[config.mk]
export PLATFORM = sky130hd
export DESIGN_NAME = swb_spi_slave
export DESIGN_NICKNAME = d
export VERILOG_FILES = /design/src/rtl/swb_pkg.sv /design/src/rtl/swb_sync.sv /design/src/rtl/swb_edge.sv /design/src/rtl/swb_frame_check.sv /design/src/rtl/swb_spi_slave.sv
export SDC_FILE = /design/constraint.sdc
export NUM_CORES = 1
export LEC_CHECK = 0
export ABC_AREA = 1
export CAP_MARGIN = 20
export CORE_ASPECT_RATIO = 0.9
export CORE_UTILIZATION = 57
export CTS_BUF_LIST = sky130_fd_sc_hd__clkbuf_2
export CTS_CLUSTER_DIAMETER = 120
export DETAILED_ROUTE_END_ITERATION = 10
export GPL_ROUTABILITY_DRIVEN = 0
export PLACE_DENSITY = 0.77
export REMOVE_ABC_BUFFERS = 1
export SYNTH_ARGS = -nofsm -noshare
export SYNTH_HDL_FRONTEND = slang
export SYNTH_SLANG_ARGS = --single-unit
export TNS_END_PERCENT = 1
[constraint.sdc]
create_clock -name clk -period 2.2 [get_ports clk]
set_input_delay 0.66 -clock clk [delete_from_list [all_inputs] [get_ports clk]]
set_output_delay 0.66 -clock clk [all_outputs]
set_load 0.05 [all_outputs]
[src/rtl/swb_pkg.sv]
package swb_pkg;

    typedef enum logic [1:0] {
        ST_ADDR_IDLE,
        ST_ADDR_XFER,
        ST_CHAIN_IDLE,
        ST_CHAIN_XFER
    } swb_state_t;

    localparam int          CRC_W    = 8;
    localparam logic [7:0]  CRC_POLY = 8'h07;
    localparam int          ERR_W    = 3;
    localparam int          ERR_CNT  = 0;
    localparam int          ERR_ADDR = 1;
    localparam int          ERR_CRC  = 2;

    function automatic logic [CRC_W-1:0] crc_step(input logic [CRC_W-1:0] c, input logic b);
        logic fb;
        logic [CRC_W-1:0] n;
        fb = c[CRC_W-1] ^ b;
        n  = {c[CRC_W-2:0], 1'b0};
        if (fb) n = n ^ CRC_POLY;
        return n;
    endfunction

endpackage

[src/rtl/swb_sync.sv]
module swb_sync #(
    parameter int           N       = 3,
    parameter logic [N-1:0] RST_VAL = '0
) (
    input  logic         clk,
    input  logic         rst_n,
    input  logic [N-1:0] din,
    output logic [N-1:0] dout
);
    logic [N-1:0] meta_q, stab_q;

    always_ff @(posedge clk or negedge rst_n) begin
        if (!rst_n) begin
            meta_q <= RST_VAL;
            stab_q <= RST_VAL;
        end else begin
            meta_q <= din;
            stab_q <= meta_q;
        end
    end

    assign dout = stab_q;
endmodule

[src/rtl/swb_edge.sv]
module swb_edge #(
    parameter int           N       = 2,
    parameter logic [N-1:0] RST_VAL = '0
) (
    input  logic         clk,
    input  logic         rst_n,
    input  logic [N-1:0] lvl,
    output logic [N-1:0] rise,
    output logic [N-1:0] fall
);
    logic [N-1:0] prev_q;

    always_ff @(posedge clk or negedge rst_n) begin
        if (!rst_n) prev_q <= RST_VAL;
        else        prev_q <= lvl;
    end

    for (genvar g = 0; g < N; g++) begin : g_edge
        assign rise[g] =  lvl[g] & ~prev_q[g];
        assign fall[g] = ~lvl[g] &  prev_q[g];
    end
endmodule

[src/rtl/swb_frame_check.sv]
module swb_frame_check
    import swb_pkg::*;
#(
    parameter int ADDR_W  = 7,
    parameter int DATA_W  = 8,
    parameter bit CRC_EN  = 1'b1,
    parameter int CMD_W   = 1 + ADDR_W + DATA_W,
    parameter int FRAME_W = CMD_W + (CRC_EN ? CRC_W : 0),
    parameter int CNT_W   = $clog2(FRAME_W + 2)
) (
    input  logic [FRAME_W-1:0] rx_word,
    input  logic [CNT_W-1:0]   bit_cnt,
    output logic               cnt_err,
    output logic               crc_err,
    output logic               addr_err,
    output logic               is_read,
    output logic               mode_cmd,
    output logic               sel_sw,
    output logic               sel_err,
    output logic [DATA_W-1:0]  data
);
    localparam logic [ADDR_W-1:0] ADDR_SW   = ADDR_W'(1);
    localparam logic [ADDR_W-1:0] ADDR_ERR  = ADDR_W'(2);
    localparam logic [CMD_W-1:0]  MODE_WORD = {1'b0, ADDR_W'(7'h25), DATA_W'(0)};

    logic [CMD_W-1:0]  cmd;
    logic [ADDR_W-1:0] addr;

    assign cmd      = rx_word[FRAME_W-1 -: CMD_W];
    assign addr     = cmd[CMD_W-2 -: ADDR_W];
    assign data     = cmd[DATA_W-1:0];
    assign is_read  = cmd[CMD_W-1];
    assign cnt_err  = (bit_cnt != CNT_W'(FRAME_W));
    assign mode_cmd = (cmd == MODE_WORD);
    assign sel_sw   = (addr == ADDR_SW);
    assign sel_err  = (addr == ADDR_ERR);
    assign addr_err = !(sel_sw || sel_err || mode_cmd);

    if (CRC_EN) begin : g_crc
        logic [CRC_W-1:0] crc_calc;
        always_comb begin
            crc_calc = '0;
            for (int i = CMD_W - 1; i >= 0; i--) crc_calc = crc_step(crc_calc, cmd[i]);
        end
        assign crc_err = (crc_calc != rx_word[CRC_W-1:0]);
    end else begin : g_no_crc
        assign crc_err = 1'b0;
    end
endmodule

[src/rtl/swb_spi_slave.sv]
module swb_spi_slave
    import swb_pkg::*;
#(
    parameter int ADDR_W = 7,
    parameter int DATA_W = 8,
    parameter bit CRC_EN = 1'b1
) (
    input  logic              clk,
    input  logic              rst_n,
    input  logic              spi_cs_n,
    input  logic              spi_sclk,
    input  logic              spi_sdi,
    output logic              spi_sdo,
    output logic [DATA_W-1:0] sw_en,
    output logic [ERR_W-1:0]  err_flags
);
    localparam int CMD_W   = 1 + ADDR_W + DATA_W;
    localparam int FRAME_W = CMD_W + (CRC_EN ? CRC_W : 0);
    localparam int CNT_W   = $clog2(FRAME_W + 2);
    localparam logic [CNT_W-1:0] CNT_MAX = CNT_W'(FRAME_W + 1);

    // synchronized pins: {cs_n, sclk, sdi}
    logic [2:0] pins_s;
    logic       cs_n_s, sclk_s, sdi_s;
    logic [1:0] rise, fall;
    logic       cs_rise, cs_fall, sclk_rise, sclk_fall;

    swb_sync #(.N(3), .RST_VAL(3'b100)) u_sync (
        .clk(clk), .rst_n(rst_n),
        .din({spi_cs_n, spi_sclk, spi_sdi}), .dout(pins_s)
    );
    assign {cs_n_s, sclk_s, sdi_s} = pins_s;

    swb_edge #(.N(2), .RST_VAL(2'b10)) u_edge (
        .clk(clk), .rst_n(rst_n), .lvl({cs_n_s, sclk_s}), .rise(rise), .fall(fall)
    );
    assign {cs_rise, sclk_rise} = rise;
    assign {cs_fall, sclk_fall} = fall;

    swb_state_t state_q, state_d;

    logic [FRAME_W-1:0] rx_q, tx_q;
    logic [CNT_W-1:0]   cnt_q;
    logic [DATA_W-1:0]  sw_q, rd_pend_q, chain_sr_q;
    logic [ERR_W-1:0]   err_q;
    logic               chain_out_q;

    logic              chk_cnt_err, chk_crc_err, chk_addr_err;
    logic              chk_read, chk_mode, chk_sel_sw, chk_sel_err;
    logic [DATA_W-1:0] chk_data;

    swb_frame_check #(.ADDR_W(ADDR_W), .DATA_W(DATA_W), .CRC_EN(CRC_EN)) u_chk (
        .rx_word(rx_q), .bit_cnt(cnt_q),
        .cnt_err(chk_cnt_err), .crc_err(chk_crc_err), .addr_err(chk_addr_err),
        .is_read(chk_read), .mode_cmd(chk_mode),
        .sel_sw(chk_sel_sw), .sel_err(chk_sel_err), .data(chk_data)
    );

    logic frame_ok, addr_end, chain_end, err_clr_go, in_xfer;
    assign frame_ok   = !chk_cnt_err && !chk_crc_err && !chk_addr_err;
    assign addr_end   = (state_q == ST_ADDR_XFER) && cs_rise;
    assign chain_end  = (state_q == ST_CHAIN_XFER) && cs_rise;
    assign err_clr_go = addr_end && frame_ok && !chk_read && chk_sel_err;
    assign in_xfer    = (state_q == ST_ADDR_XFER) || (state_q == ST_CHAIN_XFER);

    // state register
    always_ff @(posedge clk or negedge rst_n) begin
        if (!rst_n) state_q <= ST_ADDR_IDLE;
        else        state_q <= state_d;
    end

    always_comb begin
        state_d = state_q;
        unique case (state_q)
            ST_ADDR_IDLE:  if (cs_fall) state_d = ST_ADDR_XFER;
            ST_ADDR_XFER:  if (cs_rise) state_d = (frame_ok && chk_mode) ? ST_CHAIN_IDLE : ST_ADDR_IDLE;
            ST_CHAIN_IDLE: if (cs_fall) state_d = ST_CHAIN_XFER;
            ST_CHAIN_XFER: if (cs_rise) state_d = ST_CHAIN_IDLE;
            default:       state_d = ST_ADDR_IDLE;
        endcase
    end

    // datapath and output registers
    always_ff @(posedge clk or negedge rst_n) begin
        if (!rst_n) begin
            rx_q        <= '0;
            tx_q        <= '0;
            cnt_q       <= '0;
            sw_q        <= '0;
            err_q       <= '0;
            rd_pend_q   <= '0;
            chain_sr_q  <= '0;
            chain_out_q <= 1'b0;
        end else begin
            unique case (state_q)
                ST_ADDR_IDLE: if (cs_fall) begin
                    cnt_q <= '0;
                    tx_q  <= {rd_pend_q, {(FRAME_W-DATA_W){1'b0}}};
                end
                ST_ADDR_XFER: begin
                    if (sclk_rise) begin
                        rx_q <= {rx_q[FRAME_W-2:0], sdi_s};
                        if (cnt_q != CNT_MAX) cnt_q <= cnt_q + 1'b1;
                    end
                    if (sclk_fall) tx_q <= {tx_q[FRAME_W-2:0], 1'b0};
                    if (cs_rise) begin
                        if (chk_cnt_err)       err_q[ERR_CNT]  <= 1'b1;
                        else if (chk_crc_err)  err_q[ERR_CRC]  <= 1'b1;
                        else if (chk_addr_err) err_q[ERR_ADDR] <= 1'b1;
                        else if (err_clr_go)   err_q <= err_q & ~chk_data[ERR_W-1:0];
                        if (frame_ok && !chk_read && chk_sel_sw) sw_q <= chk_data;
                        if (frame_ok && chk_read)
                            rd_pend_q <= chk_sel_sw ? sw_q : DATA_W'(err_q);
                        else
                            rd_pend_q <= '0;
                    end
                end
                ST_CHAIN_IDLE: if (cs_fall) chain_out_q <= chain_sr_q[DATA_W-1];
                ST_CHAIN_XFER: begin
                    if (sclk_rise) chain_sr_q  <= {chain_sr_q[DATA_W-2:0], sdi_s};
                    if (sclk_fall) chain_out_q <= chain_sr_q[DATA_W-1];
                    if (cs_rise)   sw_q        <= chain_sr_q;
                end
                default: ;
            endcase
        end
    end

    // serial output
    always_comb begin
        unique case (state_q)
            ST_ADDR_XFER:  spi_sdo = tx_q[FRAME_W-1];
            ST_CHAIN_XFER: spi_sdo = chain_out_q;
            default:       spi_sdo = 1'b0;
        endcase
    end

    assign sw_en     = sw_q;
    assign err_flags = err_q;

    // assertions
    assert_sw_frozen_in_frame_R10: assert property (@(posedge clk) disable iff (!rst_n)
        (in_xfer && !cs_rise) |=> $stable(sw_q));

    assert_bad_count_no_write_R4: assert property (@(posedge clk) disable iff (!rst_n)
        (addr_end && chk_cnt_err) |=> ($stable(sw_q) && (rd_pend_q == '0)));

    assert_crc_blocks_write_R5: assert property (@(posedge clk) disable iff (!rst_n)
        (addr_end && chk_crc_err) |=> $stable(sw_q));

    assert_bad_addr_no_write_R6: assert property (@(posedge clk) disable iff (!rst_n)
        (addr_end && chk_addr_err) |=> $stable(sw_q));

    assert_chain_sticky_R8: assert property (@(posedge clk) disable iff (!rst_n)
        ((state_q == ST_CHAIN_IDLE) || (state_q == ST_CHAIN_XFER)) |=>
        ((state_q == ST_CHAIN_IDLE) || (state_q == ST_CHAIN_XFER)));

    assert_err_clear_only_w1c_R7: assert property (@(posedge clk) disable iff (!rst_n)
        !err_clr_go |=> ((err_q & $past(err_q)) == $past(err_q)));

    assert_one_new_err_R5: assert property (@(posedge clk) disable iff (!rst_n)
        cs_rise |=> ($countones(err_q & ~$past(err_q)) <= 1));
endmodule

# Word-level counts from Yosys, hierarchy flattened
# Cells that the tools add are included.
dict set report totals {
  regBits 91
  in_bits 5
  out_inout_bits 12
  wordCells 157
}
dict set report op_classes {
  addsub 1
  n_eq_ne 20
  n_mux 46
  bitwise_logic 42
  n_reduce_logical 34
}
# op n
set ops {}
lappend ops {{$mux 3} 17}
lappend ops {{$mux 24} 2}
lappend ops {{$not 3->3} 16}
lappend ops {{$pmux 24 s2} 1}
lappend ops {{$mux 8} 5}
lappend ops {{$ne 2x2->1 const B} 9}
lappend ops {{$eq 16x14->1 const B} 1}
lappend ops {{$pmux 8 s2} 1}
lappend ops {{$mux 5} 3}
lappend ops {{$reduce_and 5->1} 3}
lappend ops {{$reduce_bool 2->1} 7}
lappend ops {{$reduce_and 4->1} 3}
lappend ops {{$logic_and 1x1->1} 10}
lappend ops {{$mux 2} 5}
lappend ops {{$ne 5x5->1 const B} 2}
lappend ops {{$pmux 5 s2} 1}
lappend ops {{$xor 1x1->1} 10}
lappend ops {{$mux 1} 8}
lappend ops {{$ne 8x8->1} 1}
lappend ops {{$pmux 2 s4} 1}
lappend ops {{$eq 7x1->1 const B} 1}
lappend ops {{$eq 7x2->1 const B} 1}
lappend ops {{$not 1->1} 6}
lappend ops {{$reduce_and 2->1} 3}
lappend ops {{12 further kinds} 26}

# Depth between registers and ports, before layout
# Gate-level depths: netlist (run 1).
dict set report logic_depth {
  ltp_word 42
  depth_mapped 24
  depth_no_buf 23
}

# Modules after synthesis
# Synthesis (run 1) repeated with hierarchy kept, for this count alone.
dict set report unflattened {
  cells_unflattened 617
  area_unflattened_um2 4351.7
}
# module instances cells_each area_per_inst_um2 seq_area_each_um2
set by_module_without_submodules {}
lappend by_module_without_submodules {swb_spi_slave 1 389 3088.0 1676.6}
lappend by_module_without_submodules {swb_frame_check 1 212 1029.7 0.0}
lappend by_module_without_submodules {swb_sync 1 6 152.6 152.6}
lappend by_module_without_submodules {swb_edge 1 10 81.3 51.3}

# Least setup slack after synthesis (run 1)
# Ideal clock, no wire load.
dict set report synth_path {
  path_kind {reg-to-output}
  startpoint {register state_q[1]}
  endpoint {output spi_sdo}
  t_arrival_ns 1.965
  required_ns 1.540
  slack_ns -0.425
  path_stages_with_launch 5
  path_buffers 1
  cell_sequence {dfrtp_1 -> clkbuf_1 -> nor2_1 -> inv_1 -> o21ai_0}
}
dict set report synth_between {
  elab_chain_len 2
  elab_cells_between_ends 3
  cone_classes {2 x eq/ne; 1 x mux}
}
# item line_no
set synth_lines {}
lappend synth_lines {{start, declared} swb_spi_slave.sv:40} ;# swb_state_t state_q, state_d;
lappend synth_lines {{start signal, assigned} swb_spi_slave.sv:69} ;# else state_q <= state_d;
lappend synth_lines {{$eq 2x2->1 or $eq 2x1->1 (tied branches)} swb_spi_slave.sv:131} ;# unique case (state_q)
lappend synth_lines {{$pmux 1 s2 *} swb_spi_slave.sv:131}
lappend synth_lines {{end, declared} swb_spi_slave.sv:13} ;# output logic spi_sdo,
# Mark *: on every way between the ends. The rest lies on a longest branch, timed or not.

# Final worst setup path (run 1)
dict set report layout_path {
  startpoint {register rx_q[19]}
  endpoint {register rd_pend_q[5]}
}
dict set report layout_between {
  elab_chain_len 18
  elab_cells_between_ends 30
  cone_classes {4 x eq/ne; 10 x mux; 10 x bitwise; 6 x reduce/logical}
}
# item line_no
set layout_lines {}
lappend layout_lines {{start, declared} swb_spi_slave.sv:42} ;# logic [FRAME_W-1:0] rx_q, tx_q;
lappend layout_lines {{start signal, assigned} swb_spi_slave.sv:102} ;# rx_q <= {rx_q[FRAME_W-2:0], sdi_s};
lappend layout_lines {{$xor 1x1->1} swb_pkg.sv:20} ;# fb = c[CRC_W-1] ^ b;
lappend layout_lines {{$mux 3} swb_pkg.sv:22} ;# if (fb) n = n ^ CRC_POLY;
lappend layout_lines {{$not 3->3 (no line)} --}
lappend layout_lines {{$mux 3} swb_pkg.sv:22}
lappend layout_lines {{$not 3->3 (no line)} --}
lappend layout_lines {{$mux 3} swb_pkg.sv:22}
lappend layout_lines {{$xor 1x1->1} swb_pkg.sv:20}
lappend layout_lines {{$mux 3} swb_pkg.sv:22}
lappend layout_lines {{$not 3->3 (no line)} --}
lappend layout_lines {{$mux 3} swb_pkg.sv:22}
lappend layout_lines {{$not 3->3 (no line)} --}
lappend layout_lines {{$mux 3} swb_pkg.sv:22}
lappend layout_lines {{$ne 8x8->1} swb_frame_check.sv:45} ;# assign crc_err = (crc_calc != rx_word[CRC_W-1:0]);
lappend layout_lines {{$logic_not 1->1} swb_spi_slave.sv:60} ;# assign frame_ok = !chk_cnt_err && !chk_crc_err && !chk_addr_err;
lappend layout_lines {{$logic_and 1x1->1 (2 in series)} swb_spi_slave.sv:60}
lappend layout_lines {{$logic_and 1x1->1} swb_spi_slave.sv:112} ;# if (frame_ok && chk_read)
lappend layout_lines {{$mux 8 *} swb_spi_slave.sv:112}
lappend layout_lines {{end signal, assigned} swb_spi_slave.sv:113} ;# rd_pend_q <= chk_sel_sw ? sw_q : DATA_W'(err_q);
lappend layout_lines {{end, declared} swb_spi_slave.sv:44} ;# logic [DATA_W-1:0] sw_q, rd_pend_q, chain_sr_q;
# Marked as above.
# A chain may end at the register's enable or synchronous reset.

==> impl_metrics.ini, run 1 <==
[floorplanning]
die_width_um = 90.87
core-area_mm2 = 0.006726
pin_count = 17
dieHeight_um = 81.98
rows = 28
die_area_mm2 = 0.007449
start_util_pct = 60.23

[logic_synthesis]
yosysMostFrequentCell = nand2_1
synth_top_cell_by_area = dfrtp_1
synth-edff-count = 0
yosys_warnings = 0
netlist_top_cells_area = dfrtp_1 (44%), nand2_1 (17%), o21ai_0 (7.2%)
ys.flop_type = dfrtp_1
synth_xor_area_share_pct = 1.513
synth_compound_area_share_pct = 9.666
netlist_instances = 549
synthTopCellsByCount = nand2_1 (181), dfrtp_1 (72), inv_1 (67), o21ai_0 (58), nand3_1 (50)
synth_simple_gate_area_share_pct = 31.25
ys_seq_area_share_pct = 46.42
avgSynthCellArea_um2 = 7.380
synthMuxAreaShare_pct = 0
synth_top_area_share_pct = 44.47
yosysUniqueCellTypes = 29
syn-cell-area_mm2 = 0.004051
ys_async_sr_fraction_pct = 100.0
synth_top_family_by_area = simple AND/OR/NAND/NOR gates
ys_seq_elements = 75
synthAdderAreaFrac_pct = 2.471

[power]
power.total_w = 0.003079
power.density_mw_per_mm2 = 632.5
power_leakage_nw = 2.461
ir_drop_mv = 0.3911

[cts]
cts_hold_buf = 0
cts.path.max_buffers = 2
insertion_delay_ps = 530
clk_pin_slew_ps = 220
htreeDepth = 3
root_buffer = clkbuf_2
cts_tree = done
cts-buffers-inserted = 9
cts_sinks = 75

[drt]
routedLengthMet1_mm = 4.251
vias = 3740
drc = 0
highest_layer = met4
drt_pass1_iterations = 5
wire_per_inst_um = 13.67
wl_met2_mm = 4.586
via_per_inst = 5.358
drt_iter0_drc = 219
ant_nets = 0
dr_wl_met3_um = 567
drt-total-wl_mm = 9.541

[status]
violations = setup timing
status = finished, violations left

[timing]
min_period_ps = 2546
rsz0062_at_grt = yes
finalSetupViolCount = 21
fin_setup_tns_ps = -6011
worst_clock_skew_ps = 22.50
hold_slack_ps = 68.49
slew_headroom_pct = 63.88
report.final.slew_viol_count = 0
max_freq_mhz = 392.8
fin_ws_ps = -345.7
finalHoldViolations = 0
finalCritPeriodShare_pct = 115.7
tightest_slew_ps = 541.8

[finish]
area_growth_pct = 20.17
antenna_cells = 0
final_layout_size_suffix_gt1_share_pct = 24.18
nFillCells = 509
multi_input_area_mm2 = 0.002007
nets = 616
seq_area_mm2 = 0.001881

[grt]
grt_usage_pct = 27.81
grt_pass1_wl_mm = 15.95
grt_pass1_vias = 3472
antenna_found_initial = 0
overflow = 0
grt_max_degree = 50

[setup_path]
cp_common_cell = nand2_1
cp_num_buf_inv = 3
crit_chain = inv_2 -> ha_4 -> nand2_1 -> nand2_2 -> nand2_2 -> nand2_2 -> nand2_1 -> nand2_2 -> inv_1 -> nand2_1 -> nand2_1 -> nor2_2 -> nand2_1 -> nor2_2 -> nand2_2 -> nor2_4 -> nand2_4 -> nor3_4 -> buf_6 -> nand3_2 -> nand2_1
arrival_ps = 3020
ff2ff_path_depth = 21
reg2reg_slack_ps = -350
slowest_stage = dfrtp_1
start_kind = register
crit_path_max_fanout = 6
critPathKind = register to register
rr_startpoint = rx_q[19]
r2r-end = rd_pend_q[5]
end_kind = register
cp.required_ps = 2670
setup.worst_path.start = rx_q[19]
critPathTopFamily = simple AND/OR/NAND/NOR gates
crit_path_end = rd_pend_q[5]
worst_path_largest_cell_delay_ps = 410
path_depth = 21

[worst_hold_path]
min_path_type = input port to asynchronous set/reset pin

[placement]
portBuffers = 16
place_hpwl_mm = 6.909

[run]
cap_violations = 0
[layer usage]
layer / vias up / GRT usage, %
met2: 119 / 47.80
li1: 1853 / -
met3: 16 / 7.222
met4: 0 / 7.778
met5: - / 0
met1: 1752 / 35.22
[kinds of logic (layout without fill, tap and decap cells)]
logic type / Yosys count / in the layout
flip-flops: 75 / 75
AND/OR/NAND/NOR: 294 / 295
buffers and inverters: 91 / 149
AO/OA/AOI/OAI: 74 / 74
XOR/XNOR: 7 / 7
adder cells (fa/ha/maj): 8 / 8
[registers in the layout, indices dropped and copies added (netlist names), 2 cells and up]
name           cells
cnt_q              5
u_sync.dout        3
tx_q               8
sw_en              8
chain_sr_q         8
rx_q              24
u_sync.meta_q      3
rd_pend_q          8
u_edge.prev_q      2
err_flags          3
state_q            2
[timing repair]
action / in CTS / in global routing
setup buffers: 2 / 3
setup endpoints to repair: 28 / 28
gates cloned: 1 / 0
pin swaps: 23 / 12
gates resized for setup: 39 / 35
[how the worst min path moves through the flow]
stage	endpoint	cells past startpoint	startpoint	slack (ps)
global placement	u_sync.dout[0]	0	u_sync.meta_q[0]	340
detailed placement	u_sync.dout[0]	0	u_sync.meta_q[0]	350
global route	chain_sr_q[1]	1	rst_n	80
CTS	chain_sr_q[1]	1	rst_n	80
finish	tx_q[18]	1	rst_n	70
floorplan	u_sync.dout[0]	0	u_sync.meta_q[0]	330
[worst reg2reg max path, cell delays in order, from the launching register on]
cell and delay (ps):
dfrtp_1 410, inv_2 60, ha_4 260, nand2_1 110, nand2_2 100, nand2_2 70
nand2_2 90, nand2_1 70, nand2_2 70, inv_1 40, nand2_1 50, nand2_1 60
nor2_2 120, nand2_1 80, nor2_2 120, nand2_2 70, nor2_4 150, nand2_4 80
nor3_4 190, buf_6 150, nand3_2 80, nand2_1 80
[report_power, final]
group | total [W] | internal, W | switching (W)
registers | 0.00158 | 0.00149 | 0.0000878
logic | 0.000720 | 0.000263 | 0.000458
clock network | 0.000779 | 0.000268 | 0.000510
total | 0.00308 | 0.00202 | 0.00106
[layout make-up]
class,count,share of cell area [%]
flip-flops and latches,75,38.63
well taps,90,2.313
inverters,76,5.860
repair buffers,57,9.535
clock inverters,7,1.516
multi-input cells,384,41.22
clock buffers,9,0.9252
[through the flow]
step	setup WS [ps]	instance area (um^2)	util [%]	cells
global route	-546.2	4868	72.38	698
detailed placement	-407.9	4553	67.69	676
finish	-345.7	4868	72.38	698
floorplan	-1174	3985	-	534
global placement	-258.8	4553	67.69	676
CTS	-310.4	4793	71.26	695
[cell usage in the layout (no fill, tap or decap), types with 3 or more instances in the layout]
cell,instances
inv_2,17
nand4_1,8
xnor2_1,3
a21oi_1,4
nor3_1,4
clkbuf_2,15
nor2_2,7
nand3_2,9
nand2_4,3
buf_12,3
buf_4,43
ha_1,5
clkdlybuf4s50_1,3
o21ai_0,55
dfrtp_1,72
o211ai_1,7
inv_1,59
xor2_1,3
nor2_1,26
ha_4,3
nand2_1,160
o21ai_1,4
dfstp_2,3
nand2_2,31
nand3_1,41
No activity file was read; power rests on OpenSTA's default activity.
==> inputs of run 2 (changes only) <==
--- a/config.mk
+++ b/config.mk
@@ -13,7 +13,7 @@
 export CTS_CLUSTER_DIAMETER = 120
 export DETAILED_ROUTE_END_ITERATION = 10
 export GPL_ROUTABILITY_DRIVEN = 0
-export PLACE_DENSITY = 0.77
+export PLACE_DENSITY = 0.87
 export REMOVE_ABC_BUFFERS = 1
 export SYNTH_ARGS = -nofsm -noshare
 export SYNTH_HDL_FRONTEND = slang
==> impl_metrics.ini, run 2 (synthesis results as in run 1) <==
[finish]
area_growth_pct = 27.24
final_common_cell = nand2_1
largest_reg_flops = 24
final_layout_size_suffix_gt1_share_pct = 29.53
nets = 621
regMostFlops = rx_q
postLayoutCellArea_mm2 = 0.005155
nFillCells = 402
antenna_cells = 0
fin_cells = 703
fin_util_pct = 76.64
mostFrequentLayoutCells = nand2_1 (147), dfrtp_1 (70), inv_1 (60), o21ai_0 (55), buf_4 (52)

[timing]
finalSetupViolCount = 21
fin_ws_ps = -610.1
finalHoldViolations = 5
finalCritPeriodShare_pct = 127.7
slew_headroom_pct = 61.91
max_freq_mhz = 355.9
min_period_ps = 2810
fin_setup_tns_ps = -10400
worst_clock_skew_ps = 53.17
rsz0062_at_grt = yes
report.final.slew_viol_count = 0
hold_slack_ps = -4.537
tightest_slew_ps = 567.0

[placement]
place_hpwl_mm = 6.788
dp.cells = 675
portBuffers = 16
place_area_mm2 = 0.004533

[run]
cap_violations = 0

[cts]
insertion_delay_ps = 560
cts_tree = done
htreeDepth = 3
cts.path.max_buffers = 2
cts_sinks = 75
root_buffer = clkbuf_2
clk_pin_slew_ps = 250
cts-buffers-inserted = 9
cts_hold_buf = 0

[setup_path]
worst_path_largest_cell_delay_ps = 450
cp_common_cell = nand2_4
end_kind = register
r2r-end = sw_en[5]
start_kind = register
reg2reg_slack_ps = -610
rr_startpoint = rx_q[23]
cp.required_ps = 2680
arrival_ps = 3290
crit_chain = inv_2 -> ha_4 -> xnor2_4 -> nand2_2 -> nand3_4 -> nand2_4 -> nand2_4 -> nand2_4 -> nand2_1 -> nand2_1 -> inv_1 -> nand3_1 -> nor2_2 -> nand2_2 -> nor2_2 -> nand3_2 -> nand2_4 -> buf_4 -> nand3_1 -> nand2_1
ff2ff_path_depth = 20
critPathKind = register to register
crit_path_max_fanout = 5
slowest_stage = dfrtp_1

[power]
power_leakage_nw = 2.532
p_sw_share_pct = 35.71
power.total_w = 0.003233
power.density_mw_per_mm2 = 627.2
p_switching_w = 0.001154
p_int_w = 0.002079
ir_drop_mv = 0.3815
p_seq_share_pct = 48.8
clkPwrFrac_pct = 24.4
p_comb_share_pct = 26.8

[drt]
drc = 0
drt_pass1_iterations = 5
vias = 4056
via_per_inst = 5.770
drt_iter0_drc = 411
wire_per_inst_um = 16.34
ant_nets = 0
drt-total-wl_mm = 11.48

[floorplanning]
dieHeight_um = 81.98
core-area_mm2 = 0.006726
pin_count = 17
die_width_um = 90.87
die_area_mm2 = 0.007449
rows = 28
start_util_pct = 60.23

[grt]
grt_usage_pct = 28.80
antenna_found_initial = 0
overflow = 0
grt_pass1_vias = 3643
grt_pass1_wl_mm = 16.70
grt_max_degree = 50

[status]
status = finished, violations left
violations = hold timing, setup timing

[worst_hold_path]
min_path_type = input port to asynchronous set/reset pin
==> run 2: cell types whose count changed in the layout (fill, tap and decap cells not counted), sizes merged <==
cell      delta
buf         +10
clkbuf       -5
clkinvlp     +1
inv          -1
==> run 2: power by group through the flow <==
| stage | logic, W | registers [W] | clock network [W] |
|---|---|---|---|
| after floorplan | 0.000472 | 0.00158 | 0 |
| after CTS | 0.000739 | 0.00157 | 0.000787 |
| after detailed placement | 0.000696 | 0.00159 | 0 |
| after global placement | 0.000671 | 0.00159 | 0 |
| after global routing | 0.000955 | 0.00159 | 0.000840 |
| final | 0.000868 | 0.00158 | 0.000787 |
==> run 2: layout make-up <==
class	instances	area, um^2	share of cell area, %
sequential	75	1883	36.53
tap	90	112.6	2.184
multi-input combinational	384	2238	43.42
inverter	76	290.3	5.631
clock buffer	9	45.04	0.8738
timing repair buffer	62	518.0	10.05
clock inverter	7	67.56	1.311
==> run 2: stage by stage <==
| step | hold slack, ps | setup WS, ps |
|---|---|---|
| floorplan | 331.2 | -1174 |
| global placement | 333.8 | -237.4 |
| detailed placement | 341.1 | -412.4 |
| CTS | 14.38 | -277.6 |
| global route | 15.13 | -716.2 |
| finish | -4.537 | -610.1 |
==> run 2: timing repair <==
action                                  4_1_cts  5_1_grt
pin swaps                                    25       41
endpoints found under the setup margin       23       23
hold endpoints to repair                      0        0
setup buffers                                 2        9
gates cloned                                  1        0
gates resized for setup                      41       71
==> run 2: how the worst max path moves through the flow <==
stage,slack [ps],end,cells past startpoint,from
5_1_grt,-720,sw_en[5],20,rx_q[23]
2_1_floorplan,-1170,cnt_q[4],9,state_q[1]
4_1_cts,-280,sw_en[4],22,rx_q[23]
3_5_place_dp,-410,sw_en[1],20,rx_q[22]
6_report,-610,sw_en[5],20,rx_q[23]
3_3_place_gp,-240,sw_en[3],20,rx_q[22]
==> run 2: critical path, delay by kind of cell (launching register included) <==
kind,cells,cell delay [ps]
xor+xnor,1,270
fa+ha+maj,1,240
buf+inv,3,290
flops,1,450
simple gates,15,1460
==> run 2: per-layer routing <==
layer / part of all wire [%] / track usage [%] / vias to the layer above
li1: - / - / 1864
met1: 40 / 36.59 / 1895
met2: 48 / 49.09 / 241
met3: 8.5 / 7.130 / 56
met4: 4.2 / 9.365 / 0
met5: 0 / 0 / -
